**src/rtl/flash_fe_pkg.sv**
```systemverilog
package flash_fe_pkg;

    typedef enum logic [1:0] {
        RM_ARRAY  = 2'd0,
        RM_IDENT  = 2'd1,
        RM_STATUS = 2'd2
    } rd_mode_e;

    typedef enum logic [2:0] {
        DM_PWRDN   = 3'd0,
        DM_STANDBY = 3'd1,
        DM_OUTDIS  = 3'd2,
        DM_READ    = 3'd3,
        DM_WRITE   = 3'd4
    } dev_mode_e;

    localparam logic [7:0] CMD_ARRAY  = 8'hFF;
    localparam logic [7:0] CMD_IDENT  = 8'h90;
    localparam logic [7:0] CMD_STATUS = 8'h70;
    localparam logic [7:0] CMD_ERASE  = 8'h20;
    localparam logic [7:0] CMD_PROG   = 8'h40;

endpackage

```
**src/rtl/flash_fe_rstseq.sv**
```systemverilog
// Reset-pin sequencer: pulse-width filter, power-down state,
// wake-up and command-recovery counters.
module flash_fe_rstseq #(
    parameter int MIN_LO_CYC = 4,
    parameter int WAKE_CYC   = 6,
    parameter int REC_CYC    = 3
) (
    input  logic clk,
    input  logic por_n,
    input  logic rst_n,
    output logic pd,
    output logic pd_enter,
    output logic wake_done,
    output logic cmd_ready
);
    localparam int LO_W = $clog2(MIN_LO_CYC + 2);
    localparam int WK_W = $clog2(WAKE_CYC + 2);
    localparam int RC_W = $clog2(REC_CYC + 2);
    localparam logic [LO_W-1:0] LO_LAST  = LO_W'(MIN_LO_CYC - 1);
    localparam logic [WK_W-1:0] WAKE_LD  = WK_W'(WAKE_CYC);
    localparam logic [RC_W-1:0] REC_LD   = RC_W'(REC_CYC);

    typedef struct packed {
        logic [LO_W-1:0] lo;
        logic            pd;
        logic [WK_W-1:0] wake;
        logic [RC_W-1:0] rec;
    } seq_t;

    seq_t seq_d, seq_q;

    always_comb begin
        seq_d    = seq_q;
        pd_enter = 1'b0;
        if (!rst_n) begin
            if (!seq_q.pd) begin
                if (seq_q.lo == LO_LAST) begin
                    seq_d.pd = 1'b1;
                    seq_d.lo = '0;
                    pd_enter = 1'b1;
                end else begin
                    seq_d.lo = seq_q.lo + 1'b1;
                end
            end
        end else begin
            seq_d.lo = '0;
            if (seq_q.pd) begin
                seq_d.pd   = 1'b0;
                seq_d.wake = WAKE_LD;
                seq_d.rec  = REC_LD;
            end else begin
                if (seq_q.wake != '0) seq_d.wake = seq_q.wake - 1'b1;
                if (seq_q.rec  != '0) seq_d.rec  = seq_q.rec  - 1'b1;
            end
        end
    end

    always_ff @(posedge clk or negedge por_n) begin
        if (!por_n) seq_q <= '0;
        else        seq_q <= seq_d;
    end

    assign pd        = seq_q.pd;
    assign wake_done = !seq_q.pd && (seq_q.wake == '0);
    assign cmd_ready = rst_n && !seq_q.pd && (seq_q.rec == '0);

endmodule

```
**src/rtl/flash_fe_cmdctl.sv**
```systemverilog
// Command capture, read mode, embedded-operation busy and abort hold.
module flash_fe_cmdctl
    import flash_fe_pkg::*;
(
    input  logic       clk,
    input  logic       por_n,
    input  logic       ce_n,
    input  logic       we_n,
    input  logic [7:0] din,
    input  logic       cmd_ready,
    input  logic       pd_enter,
    input  logic       wake_done,
    input  logic       op_done,
    output logic [1:0] rd_mode,
    output logic       ry_by,
    output logic       op_start,
    output logic       op_abort,
    output logic [7:0] status
);
    typedef struct packed {
        logic     we_prev;
        rd_mode_e mode;
        logic     busy;
        logic     hold;
        logic     start;
        logic     abort;
    } ctl_t;

    localparam ctl_t CTL_RST = '{we_prev: 1'b1, mode: RM_ARRAY, busy: 1'b0,
                                 hold: 1'b0, start: 1'b0, abort: 1'b0};

    ctl_t ctl_d, ctl_q;
    logic capture;
    logic accept;

    always_comb begin
        ctl_d         = ctl_q;
        ctl_d.start   = 1'b0;
        ctl_d.abort   = 1'b0;
        ctl_d.we_prev = we_n;
        capture       = we_n && !ctl_q.we_prev && !ce_n;
        accept        = capture && cmd_ready && !ctl_q.busy && !ctl_q.hold;
        if (pd_enter) begin
            ctl_d.mode  = RM_ARRAY;
            ctl_d.busy  = 1'b0;
            ctl_d.hold  = ctl_q.busy;
            ctl_d.abort = ctl_q.busy;
        end else begin
            if (ctl_q.busy && op_done)   ctl_d.busy = 1'b0;
            if (ctl_q.hold && wake_done) ctl_d.hold = 1'b0;
            if (accept) begin
                case (din)
                    CMD_ARRAY:  ctl_d.mode = RM_ARRAY;
                    CMD_IDENT:  ctl_d.mode = RM_IDENT;
                    CMD_STATUS: ctl_d.mode = RM_STATUS;
                    CMD_ERASE, CMD_PROG: begin
                        ctl_d.mode  = RM_STATUS;
                        ctl_d.busy  = 1'b1;
                        ctl_d.start = 1'b1;
                    end
                    default: ;
                endcase
            end
        end
    end

    always_ff @(posedge clk or negedge por_n) begin
        if (!por_n) ctl_q <= CTL_RST;
        else        ctl_q <= ctl_d;
    end

    assign rd_mode  = ctl_q.mode;
    assign ry_by    = !(ctl_q.busy || ctl_q.hold);
    assign op_start = ctl_q.start;
    assign op_abort = ctl_q.abort;
    assign status   = {ry_by, 7'b0};

endmodule

```
**src/rtl/flash_fe_busdec.sv**
```systemverilog
// Pin decode: device mode, bus drive enable and read validity.
module flash_fe_busdec
    import flash_fe_pkg::*;
(
    input  logic       ce_n,
    input  logic       oe_n,
    input  logic       we_n,
    input  logic       rst_n,
    input  logic       pd,
    input  logic       wake_done,
    output logic       dq_oe,
    output logic       rd_valid,
    output logic [2:0] dev_mode
);
    dev_mode_e mode;

    always_comb begin
        if (!rst_n || pd)  mode = DM_PWRDN;
        else if (ce_n)     mode = DM_STANDBY;
        else if (!we_n)    mode = DM_WRITE;
        else if (oe_n)     mode = DM_OUTDIS;
        else               mode = DM_READ;
    end

    assign dev_mode = mode;
    assign dq_oe    = (mode == DM_READ);
    assign rd_valid = dq_oe && wake_done;

endmodule

```
**src/rtl/flash_fe_ctl.sv**
```systemverilog
module flash_fe_ctl #(
    parameter int MIN_LO_CYC = 4,
    parameter int WAKE_CYC   = 6,
    parameter int REC_CYC    = 3
) (
    input  logic       clk,
    input  logic       por_n,
    input  logic       ce_n,
    input  logic       oe_n,
    input  logic       we_n,
    input  logic       rst_n,
    input  logic [7:0] din,
    input  logic       op_done,
    output logic       dq_oe,
    output logic       rd_valid,
    output logic [2:0] dev_mode,
    output logic [1:0] rd_mode,
    output logic [7:0] status,
    output logic       ry_by,
    output logic       pd,
    output logic       op_start,
    output logic       op_abort
);
    logic pd_enter;
    logic wake_done;
    logic cmd_ready;

    flash_fe_rstseq #(
        .MIN_LO_CYC (MIN_LO_CYC),
        .WAKE_CYC   (WAKE_CYC),
        .REC_CYC    (REC_CYC)
    ) u_rstseq (
        .clk       (clk),
        .por_n     (por_n),
        .rst_n     (rst_n),
        .pd        (pd),
        .pd_enter  (pd_enter),
        .wake_done (wake_done),
        .cmd_ready (cmd_ready)
    );

    flash_fe_cmdctl u_cmdctl (
        .clk       (clk),
        .por_n     (por_n),
        .ce_n      (ce_n),
        .we_n      (we_n),
        .din       (din),
        .cmd_ready (cmd_ready),
        .pd_enter  (pd_enter),
        .wake_done (wake_done),
        .op_done   (op_done),
        .rd_mode   (rd_mode),
        .ry_by     (ry_by),
        .op_start  (op_start),
        .op_abort  (op_abort),
        .status    (status)
    );

    flash_fe_busdec u_busdec (
        .ce_n      (ce_n),
        .oe_n      (oe_n),
        .we_n      (we_n),
        .rst_n     (rst_n),
        .pd        (pd),
        .wake_done (wake_done),
        .dq_oe     (dq_oe),
        .rd_valid  (rd_valid),
        .dev_mode  (dev_mode)
    );

endmodule

```
**config.mk**
```make
export PLATFORM = sky130hd
export DESIGN_NAME = flash_fe_ctl
export DESIGN_NICKNAME = d
export VERILOG_FILES = /design/src/rtl/flash_fe_pkg.sv /design/src/rtl/flash_fe_rstseq.sv /design/src/rtl/flash_fe_cmdctl.sv /design/src/rtl/flash_fe_busdec.sv /design/src/rtl/flash_fe_ctl.sv
export SDC_FILE = /design/constraint.sdc
export NUM_CORES = 1
export LEC_CHECK = 0
export ABC_AREA = 1
export BUFFER_PORTS_ARGS = -buffer_cell sky130_fd_sc_hd__buf_2
export CAP_MARGIN = 20
export CORE_MARGIN = 2
export CORE_UTILIZATION = 53
export DETAILED_ROUTE_END_ITERATION = 10
export GPL_ROUTABILITY_DRIVEN = 0
export PLACE_DENSITY = 0.81
export SLEW_MARGIN = 20
export SYNTH_ARGS = -nofsm -noshare
export SYNTH_HDL_FRONTEND = slang
export SYNTH_SLANG_ARGS = --single-unit
```
**constraint.sdc**
```tcl
create_clock -name clk -period 3.76 [get_ports clk]
set_input_delay 0.376 -clock clk [delete_from_list [all_inputs] [get_ports clk]]
set_output_delay 0.376 -clock clk [all_outputs]
set_load 0.01 [all_outputs]
```
==> results_dict.tcl, run 1 <==
set metrics [dict create \
    status "finished clean" \
    peakVddDrop_v 0.000369 \
    io-pin-count 34 \
    share_comb_of_total_power 0.357 \
    finalWirelength_um 2000 \
    rrSetupSlack_ns 2.29 \
    setup_tns_ns 0 \
    ctsLongestPathBuffers 2 \
    hp-class "in -> reg" \
    n_antenna_cell 0 \
    p_leak_nw 0.650 \
    reg2reg_from "u_rstseq.seq_q[0]$_DFFE_PN0P_" \
    maxSlewViolCount 0 \
    syn_area_sq_um 1020 \
    antenna_left 0 \
    portBuffers 26 \
    setup-violations-final 0 \
    grt_max_degree 18 \
    min_period_over_period 0.486 \
    clk_pin_slew_ns 0.10 \
    ys_seq_area_frac 0.419 \
    p_clk_frac 0.185 \
    rr_endpoint "u_cmdctl.rd_mode[0]$_DFFE_PN0P_" \
    cts-buffers-inserted 3 \
    p_int_uw 330 \
    grt_pass1_vias 790 \
    multi_input_area_sq_um 442 \
    dp.final_hpwl_um 1620 \
    die_h_um 47.8 \
    worst-path-max-fanout 6 \
    worstHoldStart "we_n" \
    cts.sinks 17 \
    drive_gt1_frac 0.266 \
    avgRoutedWirePerCell_um 11.1 \
    nets 175 \
    worstSetupStartpointType "flop" \
    worstPathArrival_ns 1.45 \
    sequentialPowerShare 0.458 \
    layout_common_cells "nand2_1 (26), buf_2 (26), inv_1 (20)" \
    htreeDepth 1 \
    gr-usage-all-layers 0.210 \
    clock.fmax_mhz 548 \
    die_area_sq_um 2290 \
    worstHoldEndpoint "u_cmdctl.ctl_q[6]$_DFF_PN1_" \
    chipWidth_um 47.8 \
    initial_utilization 0.577 \
    antenna_found_initial 0 \
    vias_per_cell 4.89 \
    avgSynthCellArea_sq_um 7.95 \
    rr_worst_depth 10 \
    clock_latency_ns 0.29 \
    cts_tree "yes" \
    synth_seq_cells 17 \
    skew_ns 0.00693 \
    synthCells 128 \
    p_total_uw 523 \
    num_vias 876 \
    switching_power_uw 192 \
    finalHoldViolations 0 \
    cp.required_ns 3.38 \
    rows 15 \
    endpoint_kind "primary output" \
    grt_first_pass_wirelength_um 3290 \
    min_path_cells 1 \
    fin_crit_ns 1.83 \
    dp_slack_ns 2.27 \
    grt_overflow 0 \
    nFillCells 176 \
    regArea_sq_um 427 \
    cts_setup_buffers 0 \
    holdWs_ns 0.194 \
    cap_violations 0 \
    area_growth_pct 13.7 \
    power_density_nw_per_um2 452 \
    ys_types 26 \
    switching_share 0.368 \
    path_class "reg -> out" \
    clock-root-buffer "clkbuf_4" \
    drt_iter0_drc 17 \
    ys_warn_count 0 \
    firstDrtPassIters 4 \
    drc_errors 0 \
    rsz0062_at_grt "false" \
    core_sq_um 1760 \
    layout_setup_ws_ns 1.93 \
]
state kept, by name, indices dropped and copies added (netlist names):
name,count
u_cmdctl.rd_mode,2
u_rstseq.seq_q,9
u_cmdctl.op_abort,1
u_cmdctl.op_start,1
u_rstseq.pd,1
u_cmdctl.ctl_q,3
critical path, cell delays in order (launching register included):
cell     delay, ns
dfrtp_1       0.47
inv_4         0.12
nand2_4       0.07
nor3_4        0.13
inv_2         0.08
nor3_1        0.13
buf_2         0.16
through the flow:
step | instances | cell area [sq um] | util
global placement | 174 | 1120 | 0.634
global route | 179 | 1160 | 0.655
detailed placement | 174 | 1120 | 0.634
CTS | 179 | 1160 | 0.655
floorplan | 134 | 1040 | -
finish | 179 | 1160 | 0.655
synthesized netlist by cell type, drive strengths merged:
master / n / share of area
ha: 5 / 0.062
a211oi: 2 / 0.015
o21ai: 6 / 0.030
nor3: 4 / 0.036
dfrtp: 16 / 0.39
nand2: 27 / 0.11
conb: 1 / 0.0037
a22oi: 1 / 0.0074
buf: 11 / 0.081
a21oi: 4 / 0.020
o31ai: 1 / 0.0074
nor2: 17 / 0.068
a32oi: 1 / 0.0086
dfstp: 1 / 0.026
inv: 23 / 0.087
a31o: 1 / 0.0086
nand4: 1 / 0.0062
nand3: 6 / 0.034
power by group through the flow:
| stage | Clock, mW | Combinational [mW] | Sequential [mW] |
|---|---|---|---|
| 6_report | 0.0965 | 0.186 | 0.240 |
| 5_1_grt | 0.107 | 0.218 | 0.244 |
| 4_1_cts | 0.101 | 0.187 | 0.240 |
| 3_5_place_dp | 0 | 0.184 | 0.243 |
| 3_3_place_gp | 0 | 0.171 | 0.242 |
| 2_1_floorplan | 0 | 0.140 | 0.240 |
repair_timing:
action	4_1_cts	5_1_grt
hold buffers	1	0
hold endpoints to repair	16	0
resized for setup	0	0
layout make-up:
class	instances	share of cell area
clock buffers	3	0.0195
clock inverters	1	0.00433
inverters	23	0.0768
multi-input cells	83	0.382
flip-flops and latches	17	0.369
well taps	25	0.0271
repair buffers	27	0.121
worst max-delay path by stage:
stage | startpoint | end | slack, ns
floorplan | u_rstseq.pd$_DFF_PN0_ | rd_valid | 2.23
global placement | rst_n | rd_valid | 2.29
detailed placement | rst_n | rd_valid | 2.27
CTS | u_rstseq.pd$_DFF_PN0_ | rd_valid | 1.94
global route | u_rstseq.pd$_DFF_PN0_ | rd_valid | 1.77
finish | u_rstseq.pd$_DFF_PN0_ | rd_valid | 1.93
logic make-up after synthesis:
logic type / Yosys count / share of synthesized area
AND/OR/NAND/NOR: 55 / 0.251
buffers and inverters: 34 / 0.169
flip-flops: 17 / 0.419
AO/OA/AOI/OAI: 16 / 0.0959
adder cells (fa/ha/maj): 5 / 0.0615
other: 1 / 0.00369
routing by layer:
| metal | GRT usage | vias up | part of all wire |
|---|---|---|---|
| met5 | 0 | - | 0 |
| met4 | 0.0703 | 0 | 0.016 |
| met3 | 0.0642 | 7 | 0.061 |
| met2 | 0.355 | 33 | 0.46 |
| met1 | 0.254 | 395 | 0.46 |
| li1 | - | 441 | - |
Power figures use the tool's default switching activity.
==> run 2: changes to the inputs <==
--- a/config.mk
+++ b/config.mk
@@ -9,10 +9,10 @@
 export BUFFER_PORTS_ARGS = -buffer_cell sky130_fd_sc_hd__buf_2
 export CAP_MARGIN = 20
 export CORE_MARGIN = 2
-export CORE_UTILIZATION = 53
+export CORE_UTILIZATION = 49
 export DETAILED_ROUTE_END_ITERATION = 10
 export GPL_ROUTABILITY_DRIVEN = 0
-export PLACE_DENSITY = 0.81
+export PLACE_DENSITY = 0.76
 export SLEW_MARGIN = 20
 export SYNTH_ARGS = -nofsm -noshare
 export SYNTH_HDL_FRONTEND = slang
==> constraint.sdc (replaced) <==
create_clock -name clk -period 1.8 [get_ports clk]
set_input_delay 0.18 -clock clk [delete_from_list [all_inputs] [get_ports clk]]
set_output_delay 0.18 -clock clk [all_outputs]
set_load 0.01 [all_outputs]
==> run 2 against run 1 <==
  * Die area grew 7.5%
  * Clock skew fell by 0.0059 ns
  * Core utilization decreased by 6.0 points
  * Sequential share of layout area is 0.36 points lower
  * Largest power group unchanged
  * Sequential power grew 110%
  * Global-route usage down 4.7 points
  * Design area is 0.97% higher
  * Hold slack lost 0.11 ns
==> results_dict.tcl, run 2 (synthesis gave the netlist of run 1 again) <==
set metrics [dict create \
    layout_common_cells "nand2_1 (26), buf_2 (26), inv_1 (20)" \
    rsz0062_at_grt "false" \
    setup-violations-final 0 \
    cts_setup_buffers 0 \
    final_core_util 0.595 \
    max_stage_delay_ns 0.52 \
    die_h_um 49.6 \
    chipWidth_um 49.6 \
    sequentialPowerShare 0.463 \
    min_period_over_period 0.899 \
    num_vias 852 \
    hp-class "in -> reg" \
    dp.final_hpwl_um 1480 \
    dpl-instance-area_sq_um 1120 \
    skew_ns 0.00103 \
    endpoint_kind "primary output" \
    holdWs_ns 0.0805 \
    rows 16 \
    grt_first_pass_wirelength_um 3160 \
    p_total_mw 1.08 \
    min_path_cells 2 \
    grt_max_degree 18 \
    clock-root-buffer "clkbuf_4" \
    cp_top_family "buffers and inverters" \
    switching_share 0.359 \
    share_comb_of_total_power 0.353 \
    p_clk_frac 0.185 \
    path_cells "dlygate4sd3_1 > buf_2 > inv_1 > nor3_4 > inv_2 > nor3_1 > buf_2" \
    maxSlewViolCount 0 \
    grt_overflow 0 \
    worstPathArrival_ns 1.44 \
    setup_tns_ns 0 \
    die_area_sq_um 2460 \
    gr-usage-all-layers 0.163 \
    htreeDepth 1 \
    busiest_layer "met2" \
    avgRoutedWirePerCell_um 10.1 \
    switching_power_uw 388 \
    worstSetupStartpointType "input port" \
    fin_crit_ns 1.62 \
    drt_iter0_drc 17 \
    n_antenna_cell 0 \
    cts.sinks 17 \
    vias_per_cell 4.68 \
    antenna_found_initial 0 \
    finalHoldViolations 0 \
    cts-buffers-inserted 3 \
    p_int_uw 692 \
    clock.fmax_mhz 618 \
    ctsLongestPathBuffers 2 \
    peakVddDrop_v 0.000772 \
    finalWirelength_um 1840 \
    clk_pin_slew_ns 0.09 \
    portBuffers 26 \
    cap_violations 0 \
    antenna_left 0 \
    crit_slowest_cell "dlygate4sd3_1" \
    worst-path-max-fanout 4 \
    drive_gt1_frac 0.258 \
    rr_worst_depth 10 \
    path_class "in -> out" \
    core_sq_um 1960 \
    status "finished clean" \
    io-pin-count 34 \
    crit_top_cell "buf_2" \
    largest_register_ff_count 9 \
    area_growth_pct 14.8 \
    clock_latency_ns 0.28 \
    firstDrtPassIters 4 \
    nets 176 \
    p_leak_nw 0.651 \
    grt_pass1_vias 813 \
    met1_usage 0.174 \
    power_density_nw_per_um2 925 \
    cts_tree "yes" \
    use_met2 0.322 \
    initial_utilization 0.518 \
    postLayoutCellArea_sq_um 1170 \
    use_met3 0.0485 \
    top_register "u_rstseq.seq_q" \
    crit_cells 7 \
    cp.required_ns 1.62 \
    worst-path-buf-inv 5 \
    drc_errors 0 \
]
## run 2: final timing paths
kind	startpoint	end	slack [ns]
worst max-delay path	we_n	rd_valid	0.18
worst min-delay path	op_done	u_cmdctl.ctl_q[3]$_DFF_PN0_	0.08
worst max register to register	u_rstseq.seq_q[0]$_DFFE_PN0P_	u_cmdctl.rd_mode[1]$_DFFE_PN0P_	0.39
worst min register to register	u_cmdctl.rd_mode[0]$_DFFE_PN0P_	u_cmdctl.rd_mode[0]$_DFFE_PN0P_	0.47
max in group asynchronous	por_n	u_cmdctl.ctl_q[6]$_DFF_PN1_	1.14
min in group asynchronous	por_n	u_rstseq.seq_q[2]$_DFFE_PN0P_	0.34
## run 2: timing repair
| item | CTS | global route |
|---|---|---|
| endpoints found under the hold margin | 17 | 0 |
| gates resized for setup | 0 | 0 |
| hold buffers | 2 | 0 |
## run 2: final cells by class
type	count	area [sq um]
Fill cell	205	795
Multi-Input combinational cell	83	442
Sequential cell	17	427
Timing Repair Buffer	28	150
Inverter	23	88.8
Tap cell	27	33.8
Clock buffer	4	26.3
## run 2: metrics by stage
stage | std cells | setup WS (ns)
finish | 182 | 0.183
global route | 182 | 0.0611
CTS | 182 | 0.154
detailed placement | 176 | 0.422
global placement | 176 | 0.478
floorplan | 134 | 0.466
## run 2: power groups by stage
| stage | Clock (mW) | Sequential [mW] | Combinational, mW |
|---|---|---|---|
| after floorplan | 0 | 0.501 | 0.292 |
| after CTS | 0.205 | 0.500 | 0.382 |
| final | 0.200 | 0.500 | 0.381 |
| after global routing | 0.227 | 0.511 | 0.441 |
| after detailed placement | 0 | 0.508 | 0.376 |
| after global placement | 0 | 0.504 | 0.354 |
## run 2: routing by layer
layer,vias up,routed length [um]
li1,439,-
met1,395,770
met2,18,980
met3,0,91
met4,0,0
met5,-,0
